[src/rtl/hab_pkg.sv]
// Package for the handshake bridge: sequencer state encoding and
// fixed line counts shared by the bridge modules.
package hab_pkg;

    // Number of asynchronous acknowledge lines from the peripheral.
    localparam int ACK_LINES = 2;

    // Sequencer states: idle, address phase, data phase (waiting for
    // an answer), and recovery (waiting for acknowledges to clear).
    typedef enum logic [1:0] {
        ST_IDLE    = 2'd0,
        ST_ADDR    = 2'd1,
        ST_DATA    = 2'd2,
        ST_RECOVER = 2'd3
    } hab_state_e;

endpackage

[src/rtl/hab_sync.sv]
// Multi-stage flop synchronizer for a bus of independent single-bit
// signals that have no clock relation to clk.
// Assumes each bit is a level that is held long enough to be seen; no
// coherence between bits is promised. Reset loads RST_VAL into every stage.
module hab_sync #(
    parameter int          W       = 2,
    parameter int          STAGES  = 2,
    parameter logic        RST_VAL = 1'b1
) (
    input  logic         clk,
    input  logic         rst_n,
    input  logic [W-1:0] d,
    output logic [W-1:0] q
);

    logic [W-1:0] chain [STAGES];

    for (genvar s = 0; s < STAGES; s++) begin : g_stage
        if (s == 0) begin : g_first
            // First stage: capture the asynchronous level.
            always_ff @(posedge clk) begin
                if (!rst_n) chain[s] <= {W{RST_VAL}};
                else        chain[s] <= d;
            end
        end else begin : g_rest
            // Later stages: let metastability settle.
            always_ff @(posedge clk) begin
                if (!rst_n) chain[s] <= {W{RST_VAL}};
                else        chain[s] <= chain[s-1];
            end
        end
    end

    assign q = chain[STAGES-1];

endmodule

[src/rtl/hab_timer.sv]
// Wait-state timeout counter. Counts clocks while run is high and
// flags expiry on the clock whose edge completes the limit-th count.
// Assumes limit is stable while run is high; a limit of 0 disables it.
module hab_timer #(
    parameter int TMO_W = 8
) (
    input  logic             clk,
    input  logic             rst_n,
    input  logic             run,
    input  logic [TMO_W-1:0] limit,
    output logic             expire
);

    logic [TMO_W-1:0] cnt;
    logic             enabled;

    assign enabled = (limit != '0);

    // Count cycles in the data phase; clear whenever not running.
    always_ff @(posedge clk) begin
        if (!rst_n)       cnt <= '0;
        else if (!run)    cnt <= '0;
        else if (!expire) cnt <= cnt + 1'b1;
    end

    // Expiry is seen on the last allowed wait cycle.
    assign expire = run && enabled && (cnt == limit - 1'b1);

    a_r8_cnt_below_limit: assert property (@(posedge clk) disable iff (!rst_n)
        (run && enabled) |-> (cnt < limit))
        else $error("R8: wait counter passed the limit");

    a_r9_no_expire_disabled: assert property (@(posedge clk) disable iff (!rst_n)
        (limit == '0) |-> !expire)
        else $error("R9: expiry with timeout disabled");

endmodule

[src/rtl/hab_seq.sv]
// Strobe sequencer. Runs one peripheral cycle per accepted start:
// address strobe and chip select first, then the data strobe. It ends the
// cycle on a synchronized acknowledge (done) or on timer expiry (error),
// then holds off new starts until both acknowledges are clear.
// Assumes ack_seen is already synchronous and active high; all outputs
// are registered so the strobes cannot glitch.
module hab_seq
    import hab_pkg::*;
(
    input  logic                 clk,
    input  logic                 rst_n,
    input  logic                 start,
    input  logic                 sel,
    input  logic [ACK_LINES-1:0] ack_seen,
    input  logic                 expire,
    output logic                 run,
    output logic                 as_n,
    output logic                 ds_n,
    output logic                 cs_n,
    output logic                 done,
    output logic                 err,
    output logic [ACK_LINES-1:0] size
);

    hab_state_e state, nxt;
    logic       any_ack;
    logic       end_ok;
    logic       end_tmo;

    assign any_ack = |ack_seen;
    assign end_ok  = (state == ST_DATA) && any_ack;
    assign end_tmo = (state == ST_DATA) && !any_ack && expire;
    assign run     = (state == ST_DATA);

    // Next-state choice for the cycle sequence.
    always_comb begin
        nxt = state;
        unique case (state)
            ST_IDLE:    if (start && sel)       nxt = ST_ADDR;
            ST_ADDR:                            nxt = ST_DATA;
            ST_DATA:    if (end_ok || end_tmo)  nxt = ST_RECOVER;
            ST_RECOVER: if (!any_ack)           nxt = ST_IDLE;
            default:                            nxt = ST_IDLE;
        endcase
    end

    // State register and strobes registered from the next state.
    always_ff @(posedge clk) begin
        if (!rst_n) begin
            state <= ST_IDLE;
            as_n  <= 1'b1;
            cs_n  <= 1'b1;
            ds_n  <= 1'b1;
        end else begin
            state <= nxt;
            as_n  <= !((nxt == ST_ADDR) || (nxt == ST_DATA));
            cs_n  <= !((nxt == ST_ADDR) || (nxt == ST_DATA));
            ds_n  <= !(nxt == ST_DATA);
        end
    end

    // End-of-cycle pulses and the latched port-size code.
    always_ff @(posedge clk) begin
        if (!rst_n) begin
            done <= 1'b0;
            err  <= 1'b0;
            size <= '0;
        end else begin
            done <= end_ok;
            err  <= end_tmo;
            if (end_ok)       size <= ack_seen;
            else if (end_tmo) size <= '0;
        end
    end

    a_r5_done_one_clock: assert property (@(posedge clk) disable iff (!rst_n)
        done |=> !done)
        else $error("R5: done longer than one clock");

    a_r5_err_one_clock: assert property (@(posedge clk) disable iff (!rst_n)
        err |=> !err)
        else $error("R5: error longer than one clock");

    a_r5_exclusive: assert property (@(posedge clk) disable iff (!rst_n)
        !(done && err))
        else $error("R5: done and error together");

    a_r5_strobes_released: assert property (@(posedge clk) disable iff (!rst_n)
        (done || err) |-> (as_n && ds_n && cs_n))
        else $error("R5: strobe still low at cycle end");

    a_r2_data_after_addr: assert property (@(posedge clk) disable iff (!rst_n)
        $fell(ds_n) |-> (!as_n && !cs_n && $past(!as_n)))
        else $error("R2: data strobe without prior address phase");

    a_r8_err_from_wait: assert property (@(posedge clk) disable iff (!rst_n)
        err |-> $past(run))
        else $error("R8: error outside data phase");

    a_r7_hold_in_recovery: assert property (@(posedge clk) disable iff (!rst_n)
        ((state == ST_RECOVER) && any_ack) |=> as_n)
        else $error("R7: new cycle before acknowledges cleared");

endmodule

[src/rtl/hs_ack_bridge.sv]
// Top of the handshake bridge. Synchronizes the two active-low
// peripheral acknowledges, runs the strobe sequencer and the wait-state
// timer, and presents a one-clock done or error to the processor.
// Assumes: one-clock start pulses, wait_limit changed only between
// cycles, and acknowledges held low until the strobes are released.
module hs_ack_bridge
    import hab_pkg::*;
#(
    parameter int SYNC_STAGES = 2,
    parameter int TMO_W       = 8
) (
    input  logic                 clk,
    input  logic                 rst_n,
    input  logic                 xfer_start,
    input  logic                 xfer_sel,
    input  logic [TMO_W-1:0]     wait_limit,
    input  logic [ACK_LINES-1:0] per_ack_n,
    output logic                 per_as_n,
    output logic                 per_ds_n,
    output logic                 per_cs_n,
    output logic                 xfer_done,
    output logic                 xfer_err,
    output logic [ACK_LINES-1:0] port_size
);

    logic [ACK_LINES-1:0] ack_sync_n;
    logic [ACK_LINES-1:0] ack_seen;
    logic                 tmr_run;
    logic                 tmr_expire;

    hab_sync #(
        .W       (ACK_LINES),
        .STAGES  (SYNC_STAGES),
        .RST_VAL (1'b1)
    ) u_sync (
        .clk   (clk),
        .rst_n (rst_n),
        .d     (per_ack_n),
        .q     (ack_sync_n)
    );

    assign ack_seen = ~ack_sync_n;

    hab_timer #(
        .TMO_W (TMO_W)
    ) u_timer (
        .clk    (clk),
        .rst_n  (rst_n),
        .run    (tmr_run),
        .limit  (wait_limit),
        .expire (tmr_expire)
    );

    hab_seq u_seq (
        .clk      (clk),
        .rst_n    (rst_n),
        .start    (xfer_start),
        .sel      (xfer_sel),
        .ack_seen (ack_seen),
        .expire   (tmr_expire),
        .run      (tmr_run),
        .as_n     (per_as_n),
        .ds_n     (per_ds_n),
        .cs_n     (per_cs_n),
        .done     (xfer_done),
        .err      (xfer_err),
        .size     (port_size)
    );

    a_r4_done_needs_ack: assert property (@(posedge clk) disable iff (!rst_n)
        $rose(xfer_done) |-> $past(ack_seen != '0))
        else $error("R4: done without a synchronized acknowledge");

    a_r6_size_matches_done: assert property (@(posedge clk) disable iff (!rst_n)
        xfer_done |-> (port_size != '0))
        else $error("R6: done with empty size code");

endmodule

[config.mk]
export PLATFORM = sky130hd
export DESIGN_NAME = hs_ack_bridge
export DESIGN_NICKNAME = d
export VERILOG_FILES = /design/src/rtl/hab_pkg.sv /design/src/rtl/hab_sync.sv /design/src/rtl/hab_timer.sv /design/src/rtl/hab_seq.sv /design/src/rtl/hs_ack_bridge.sv
export SDC_FILE = /design/constraint.sdc
export NUM_CORES = 1
export LEC_CHECK = 0
export BUFFER_PORTS_ARGS = -buffer_cell sky130_fd_sc_hd__buf_2
export CORE_MARGIN = 10
export CORE_UTILIZATION = 35
export CTS_BUF_LIST = sky130_fd_sc_hd__clkbuf_16
export DETAILED_ROUTE_END_ITERATION = 16
export PLACE_DENSITY_LB_ADDON = 0.1
export SYNTH_ARGS = -nofsm -noshare
export SYNTH_HDL_FRONTEND = slang
export SYNTH_SLANG_ARGS = --single-unit
[constraint.sdc]
create_clock -name clk -period 2.16 [get_ports clk]
set_input_delay 0.108 -clock clk [delete_from_list [all_inputs] [get_ports clk]]
set_output_delay 0.108 -clock clk [all_outputs]
set_load 0.01 [all_outputs]
After elaboration in Yosys (flattened, before gate mapping)
Memory sizes are Yosys's and may differ from the RTL's.
Index checks and enable logic that the tools add are counted.
{"block": "word_totals", "reg_bits": 16, "latch_bits": 0, "ramBits": 4, "rom_bits": 0, "inputBits": 14, "out_inout_bits": 7, "elab_cells": 45, "memories": 1}
{"block": "classes", "add_sub_neg": 2, "mul": 0, "n_div": 0, "order_cmp": 0, "n_eq_ne": 6, "shifts": 0, "muxes": 10, "bitwise_logic": 3, "reduce_logical": 16}
{"name": "u_sync.chain", "depth": 2, "width": 2, "read_ports": 2, "rd_clocked_by_memory_dff": 0, "wr": 2, "line_no": "hab_sync.sv:16", "text": "logic [W-1:0] chain [STAGES];"}
{"op": "2-bit two-way mux", "n": 7}
{"op": "8-bit by 1-bit adder with 8-bit output, second input constant", "n": 1}
{"op": "8-bit equality test", "n": 1}
{"op": "2-bit case mux with 4 select lines", "n": 1}
{"op": "8-bit nonzero test", "n": 1}
{"op": "8-bit by 1-bit subtractor with 8-bit output, second input constant", "n": 1}
{"op": "2-bit equality test, second input constant", "n": 3}
{"op": "1-bit logical AND", "n": 6}
{"op": "2-bit by 1-bit equality test with 1-bit output, second input constant", "n": 2}
{"op": "1-bit logical NOT", "n": 3}
{"op": "2-bit logical NOT", "n": 1}
{"op": "1-bit logical OR", "n": 2}
{"op": "1-bit two-way mux", "n": 2}
{"op": "2-bit NOT", "n": 1}
{"op": "1-bit OR", "n": 2}
{"op": "2-bit AND reduction", "n": 1}
{"op": "2-bit nonzero test", "n": 1}
{"op": "2-bit OR reduction", "n": 1}

Depth between registers and ports, before layout
Gate-level depths: netlist of run 1.
{"block": "logic_depth", "word_depth": 11, "ltp_mapped": 11, "mapped_depth_nobuf": 10}

Hierarchy
From an unflattened synthesis of run 1, not the netlist that was laid out.
{"block": "hier_totals", "cells_unflattened": 133, "area_unflattened_um2": 1136.1}
{"module": "hab_timer", "instances": 1, "cells_each": 91, "area_per_inst_um2": 699.4, "seq_area_each_um2": 160.2}
{"module": "hab_seq", "instances": 1, "cells_each": 32, "area_per_inst_um2": 324.1, "seq_area_each_um2": 160.2}
{"module": "hab_sync", "instances": 1, "cells_each": 8, "area_per_inst_um2": 105.1, "seq_area_each_um2": 80.1}
{"module": "hs_ack_bridge", "instances": 1, "cells_each": 2, "area_per_inst_um2": 7.5, "seq_area_each_um2": 0.0}

Least setup slack after synthesis of run 1
No wires, ideal clock.
{"block": "synth_path", "kind": "input -> register", "startpoint": "in wait_limit[0]", "endpoint": "reg u_seq.cs_n", "setup_time_ns": 0.124, "t_arrival_ns": 2.055, "slack_ns": -0.019, "stages": 11, "path_cell_list": "inv_1 ha_1 nor2b_1 a21boi_1 or3b_1 a211o_1 nor2_4 buf_6 a311oi_1 ha_1 nand2b_1"}
{"block": "synth_via", "elab_chain_cells": 10, "elab_cells_between_ends": 13, "classes_between": "add/sub (1); eq/ne (3); mux (2); reduce/logical (7)"}
{"item": "from (decl)", "line_no": "hs_ack_bridge.sv:16", "text": "input logic [TMO_W-1:0] wait_limit,"}
{"item": "8-bit by 1-bit subtractor with 8-bit output / 8-bit nonzero test (equally long branches)", "line_no": "hab_timer.sv:27, hab_timer.sv:17"}
{"item": "8-bit equality test / 1-bit logical AND (equally long branches)", "line_no": "hab_timer.sv:27", "text": "assign expire = run && enabled && (cnt == limit - 1'b1);"}
{"item": "1-bit logical AND *", "line_no": "hab_timer.sv:27"}
{"item": "1-bit logical AND *", "line_no": "hab_seq.sv:32", "text": "assign end_tmo = (state == ST_DATA) && !any_ack && expire;"}
{"item": "1-bit logical OR *", "line_no": "hab_seq.sv:41", "text": "ST_DATA: if (end_ok || end_tmo) nxt = ST_RECOVER;"}
{"item": "2-bit two-way mux *", "line_no": "hab_seq.sv:41"}
{"item": "2-bit case mux with 4 select lines *", "line_no": "hab_seq.sv:38", "text": "unique case (state)"}
{"item": "2-bit by 1-bit equality test with 1-bit output / 2-bit equality test (equally long branches)", "line_no": "hab_seq.sv:57", "text": "cs_n <= !((nxt == ST_ADDR) || (nxt == ST_DATA));"}
{"item": "1-bit logical OR *", "line_no": "hab_seq.sv:57"}
{"item": "1-bit logical NOT *", "line_no": "hab_seq.sv:57"}
{"item": "to (signal assigned)", "line_no": "hab_seq.sv:57"}
{"item": "to (decl)", "line_no": "hab_seq.sv:19", "text": "output logic cs_n,"}
Every way passes the cells marked *; elsewhere a longest branch is shown, timed or not.
A chain may end at the register's enable or synchronous reset.

Final worst setup path of run 1
{"block": "layout_path", "startpoint": "reg u_timer.cnt[5]", "endpoint": "reg u_timer.cnt[6]"}
{"block": "layout_via", "elab_chain_cells": 2, "elab_cells_between_ends": 3, "classes_between": "add/sub (1); eq/ne (1); reduce/logical (1)"}
{"item": "from (decl)", "line_no": "hab_timer.sv:14", "text": "logic [TMO_W-1:0] cnt;"}
{"item": "from (signal assigned)", "line_no": "hab_timer.sv:23", "text": "else if (!expire) cnt <= cnt + 1'b1;"}
{"item": "parallel branches: the longest is 2 deep, another holds 8-bit by 1-bit adder with 8-bit output"}
Several ways; the timed one is not identified.

==> results of run 1 <==
power by group:
group	switching, mW	total (mW)	internal [mW]
logic	0.0444	0.0880	0.0436
clock network	0.128	0.374	0.246
registers	0.00708	0.387	0.379
critical path: stages, from the launching register on:
cell	delay, ns
dfxtp_1	0.39
xor2_1	0.26
o31ai_1	0.11
o21ai_1	0.31
nor2_4	0.07
buf_4	0.16
or4_1	0.50
a21oi_1	0.15
sequential cells by signal, summed over array words and instances (netlist names):
name          cells
u_timer.cnt       8
u_sync.chain      4
u_seq.size        2
u_seq.state       2
u_seq.cs_n        1
u_seq.done        1
u_seq.ds_n        1
u_seq.err         1
what timing repair did:
action	4_1_cts	5_1_grt
endpoints found under the setup margin	0	1
buffers inserted	0	0
endpoints found under the hold margin	0	0
resized for setup	0	1
metal layers:
metal	routed length [µm]	vias to the layer above	global-route usage
met3	92	4	0.0386
met4	31	0	0.0378
met2	1010	14	0.140
li1	-	479	-
met1	1120	411	0.108
met5	0	-	0
kinds of logic (layout without fill, tap and decap cells):
family,after synthesis,count (layout)
AO/OA/AOI/OAI,27,27
XOR/XNOR,10,10
adder cells (fa/ha/maj),3,3
buffers and inverters,6,36
flip-flops,20,20
multiplexers,2,2
AND/OR/NAND/NOR,48,48
synthesized netlist by cell type (2+ instances only):
master,instances,area [µm²]
a21oi_1,5,25.0
a31oi_1,4,25.0
and2_1,2,12.5
and3_1,3,18.8
dfxtp_1,20,400
ha_1,3,37.5
inv_1,3,11.3
mux2i_1,2,20.0
nand2_1,4,15.0
nand2b_1,6,37.5
nand3_1,4,20.0
nand3b_1,2,15.0
nor2_1,8,30.0
nor2b_1,5,31.3
o21ai_0,9,45.0
o21ai_1,2,10.0
o31ai_1,2,15.0
or3_1,3,18.8
or4_1,2,15.0
xnor2_1,3,26.3
xor2_1,7,61.3
per-stage QoR:
step	utilization	power (mW)	std cells
after global placement	0.438	0.480	173
after CTS	0.466	0.859	177
after floorplan	-	0.444	116
after detailed placement	0.438	0.482	173
after global routing	0.468	0.893	177
final	0.468	0.849	177
final timing paths:
kind,end,from,slack [ns],depth (start not counted)
setup / recovery,u_timer.cnt[6],u_timer.cnt[5],0.13,7
hold / removal,u_sync.chain[0][1],per_ack_n[1],0.04,2
setup reg to reg,u_timer.cnt[6],u_timer.cnt[5],0.13,7
hold reg to reg,u_sync.chain[1][1],u_sync.chain[0][1],0.41,1
layout make-up:
cell class	instances	share of cell area
clock buffer	3	0.0572
clock inverter	1	0.00286
inverter	3	0.00858
multi-input combinational	90	0.469
sequential	20	0.305
tap	31	0.0296
timing repair buffer	29	0.128
==> results by group, run 1 <==
Run status
  • Status: finished, final reports clean

Synth
  • Xor and xnor area share after synthesis: 0.0841
  • Top_reg_cell synth: dfxtp_1
  • Syn. warnings: 0
  • Seq cells post-synth: 20
  • Simple-Gate Fraction of Synth Area: 0.290
  • Adder-Cell Fraction of Synth Area: 0.0361
  • Synthesized instance count: 116
  • Combinational family with the most area after synthesis: simple AND/OR/NAND/NOR gates
  • Post-synthesis mux area share: 0.0192
  • Compound-cell area share of the yosys netlist: 0.154
  • Synth unique cells: 38
  • Post-synthesis async set-or-reset flop share: 0
  • Syn Nets: 133
  • Sequential fraction of the synthesis area: 0.385
  • Post-synth EDFFs: 0
  • Average cell area after synthesis: 8.97 µm²
  • Post-synthesis cell area: 1040 µm²

Clock network
  • Clock Path Buffers: 2
  • CTS tree: built
  • Clk slew on worst S/H paths: 0.05 ns
  • Clk_lat worst skew: 0.25 ns
  • H-Tree Depth: 1
  • Post-CTS Hold Buffers: 0
  • CTS Sinks: 20
  • Root Driver: clkbuf_16
  • CTS buffer count: 3

Power
  • Worst vdd ir: 0.410 mV
  • Pwr dens: 647 nW/µm²
  • LEAKAGE: 0.555 nW

Drt
  • Via density: 5.13
  • Final ANT Viol Nets: 0
  • Initial DRC count: 42
  • Final wirelength: 2.26 mm
  • DR pass1 iterations: 4
  • Drt drc: 0
  • Post-DR wirelength/cell: 12.8 µm
  • DR vias: 908

Setup path
  • CP max FO: 5
  • Worst Setup Start Kind: register
  • Crit Path Class: register to register
  • Critical Path RT: 2.34 ns
  • Crit path capture type: register
  • Worst path arrival time: 2.20 ns

Finish
  • ANT cells: 0
  • Share of cells above drive strength 1: 0.253
  • Multi-input logic area: 616 µm²
  • Area growth syn-to-layout: 26.1%
  • Fillers: 289
  • Design Area, Final: 1310 µm²
  • Sequential Area: 400 µm²
  • # nets final: 164
  • Most frequent cells in the layout: buf_2 (20), dfxtp_1 (20), o21ai_0 (9), buf_4 (9), nor2_1 (8)

Placed design
  • PortBufs: 20
  • Dpl cell area: 1230 µm²
  • Dpl ws: -0.0499 ns
  • Hpwl dp: 1.83 mm
  • GP Congestion: 0.745

Die
  • Core area: 2810 µm²
  • Row count: 19
  • Die footprint: 5560 µm²
  • I/O Pins: 21
  • Starting Density: 0.371
  • Die W: 74.5 µm
  • Die Span Y: 74.5 µm

STA
  • Setup ws final: 0.133 ns
  • Achievable Freq: 493 MHz
  • Final setup TNS: 0 ns
  • Fin. Hold Viols: 0
  • Pins Over Slew Limit: 0
  • Final min period: 2.03 ns
  • Unrepaired setup endpoints after global routing: no
  • Period utilization: 0.938
  • Worst Clk Skew: 0.00259 ns
  • Worst relative slew slack: 0.778
  • Count of final setup violators: 0
  • Worst Tran Pin Value: 0.331 ns
  • WHS: 0.0377 ns

Global route
  • Number of global-route vias before repair: 878
  • Largest net degree at the start of global routing: 14
  • GRT overflow: 0
  • First-pass GRT wire length: 3.91 mm
  • Antenna violations before repair: 0
  • Total track usage: 0.0908

Hold path
  • Min-delay worst type: input port to register

Job
  • Max-cap violations: 0
(Power assumes the default switching activity.)
==> run 2, diff against run 1 <==
--- a/config.mk
+++ b/config.mk
@@ -6,7 +6,7 @@
 export NUM_CORES = 1
 export LEC_CHECK = 0
 export BUFFER_PORTS_ARGS = -buffer_cell sky130_fd_sc_hd__buf_2
-export CORE_MARGIN = 10
+export CORE_MARGIN = 2
 export CORE_UTILIZATION = 35
 export CTS_BUF_LIST = sky130_fd_sc_hd__clkbuf_16
 export DETAILED_ROUTE_END_ITERATION = 16
==> run 2 against run 1 <==
Die area down 38%. Sequential power about the same. Design area down 1.3%. Critical path depth unchanged. Setup slack better by 0.020 ns. Final cell count down 1.1%. Power down 0.84%. First-iteration DRC count down 64%. Clock skew down 0.0013 ns. Wire length down 7.3%.
==> results by group, run 2 (synthesis results as in run 1) <==
Run status
  • Status: finished, final reports clean

Job
  • Max-cap violations: 0

Finish
  • Multi-input logic area: 609 µm²
  • Sequential Area: 400 µm²
  • Max reg flops: 8
  • Share of cells above drive strength 1: 0.243
  • Non-Filler Instances: 175
  • Most frequent cells in the layout: buf_2 (20), dfxtp_1 (20), o21ai_0 (9), nor2_1 (8), buf_4 (8)
  • Area growth syn-to-layout: 24.4%
  • Largest regs: u_timer.cnt: 8 flops, u_sync.chain: 4 flops
  • Top reg by flops: u_timer.cnt
  • Fillers: 285
  • # nets final: 163
  • ANT cells: 0

Clock network
  • Clk slew on worst S/H paths: 0.05 ns
  • Clock Path Buffers: 2
  • Post-CTS Hold Buffers: 0
  • CTS buffer count: 3
  • Root Driver: clkbuf_16
  • Clk_lat worst skew: 0.25 ns
  • H-Tree Depth: 1
  • CTS Sinks: 20
  • PostCTS Resize Cnt: 0
  • Post-CTS Setup Repair Bufs: 0
  • CTS tree: built

Setup path
  • Critical Path Slowest Stage Cell: or4_1
  • CP max FO: 11
  • Cell family with most CP delay: simple AND/OR/NAND/NOR gates
  • Reg2reg setup slack: 0.15 ns
  • Worst path arrival time: 2.18 ns
  • Crit Path Class: register to register
  • WP buf/inv: 1
  • Critical Path Max Stage Delay: 0.50 ns
  • Crit path capture type: register
  • Crit-path cells: xor2_1 > o31ai_1 > o21ai_1 > nor2_4 > buf_4 > or4_1 > a21oi_1
  • Worst Setup Start Kind: register
  • Critical Path RT: 2.34 ns

Die
  • Starting Density: 0.374
  • Die footprint: 3430 µm²
  • Die W: 58.5 µm
  • I/O Pins: 21
  • Core area: 2780 µm²
  • Die Span Y: 58.5 µm
  • Row count: 19

Drt
  • Post-DR wirelength/cell: 12.0 µm
  • DR vias: 891
  • Via density: 5.09
  • Final wirelength: 2.09 mm
  • DR pass1 iterations: 4
  • Final ANT Viol Nets: 0
  • Initial DRC count: 15
  • Drt drc: 0

STA
  • Unrepaired setup endpoints after global routing: no
  • Worst Clk Skew: 0.00126 ns
  • Period utilization: 0.929
  • Achievable Freq: 498 MHz
  • Count of final setup violators: 0
  • Worst relative slew slack: 0.758
  • Final setup TNS: 0 ns
  • Fin. Hold Viols: 0
  • Final min period: 2.01 ns
  • Worst Tran Pin Value: 0.360 ns
  • Pins Over Slew Limit: 0

Power
  • LEAKAGE: 0.545 nW
  • Worst vdd ir: 0.558 mV
  • Pwr dens: 650 nW/µm²

Placed design
  • Hpwl dp: 1.65 mm
  • GP Congestion: 0.724
  • # placed instances: 172
  • PortBufs: 20

Global route
  • Met2 usage: 0.210
  • First-pass GRT wire length: 3.69 mm
  • Total track usage: 0.140
  • Number of global-route vias before repair: 855
  • GRT overflow: 0
  • Global Route met1 Usage: 0.194
  • Largest net degree at the start of global routing: 14
  • Antenna violations before repair: 0
  • Busiest grt layer: met2
  • Global-route met3 utilization: 0.0418

Hold path
  • Min-delay worst type: input port to register
## run 2: path summary, 6_finish.rpt
check / depth (start not counted) / to / from
worst max-delay path: 7 / u_timer.cnt[6] / u_timer.cnt[5]
worst min-delay path: 2 / u_sync.chain[0][1] / per_ack_n[1]
worst max register to register: 7 / u_timer.cnt[6] / u_timer.cnt[5]
worst min register to register: 1 / u_sync.chain[1][0] / u_sync.chain[0][0]
## run 2: area by class of cell
cell class | count | share of cell area
timing repair buffer | 28 | 0.124
tap | 31 | 0.0300
inverter | 3 | 0.00870
sequential | 20 | 0.309
clock buffer | 3 | 0.0580
multi-input combinational | 90 | 0.471
## run 2: report_power, final
group	leakage, nW	switching, mW	internal [mW]
registers	0.163	0.00702	0.380
logic	0.345	0.0445	0.0453
clock network	0.0370	0.122	0.243
total	0.545	0.173	0.668
## run 2: through the flow
step	util	hold WS, ns	cell area [µm²]	setup WS (ns)	total power [mW]
floorplan	-	0.181	1040	0.0395	0.444
global placement	0.439	0.292	1220	-0.0269	0.483
detailed placement	0.439	0.293	1220	-0.0737	0.484
CTS	0.466	0.0360	1290	0.154	0.853
global route	0.466	0.0472	1290	0.00101	0.879
finish	0.466	0.0404	1290	0.153	0.841
## run 2: metal layers
layer,share of wire,wire (µm),up-vias
met5,0,0,-
li1,-,-,473
met2,0.44,924,10
met4,0.0072,15,0
met1,0.52,1080,406
met3,0.032,67,2
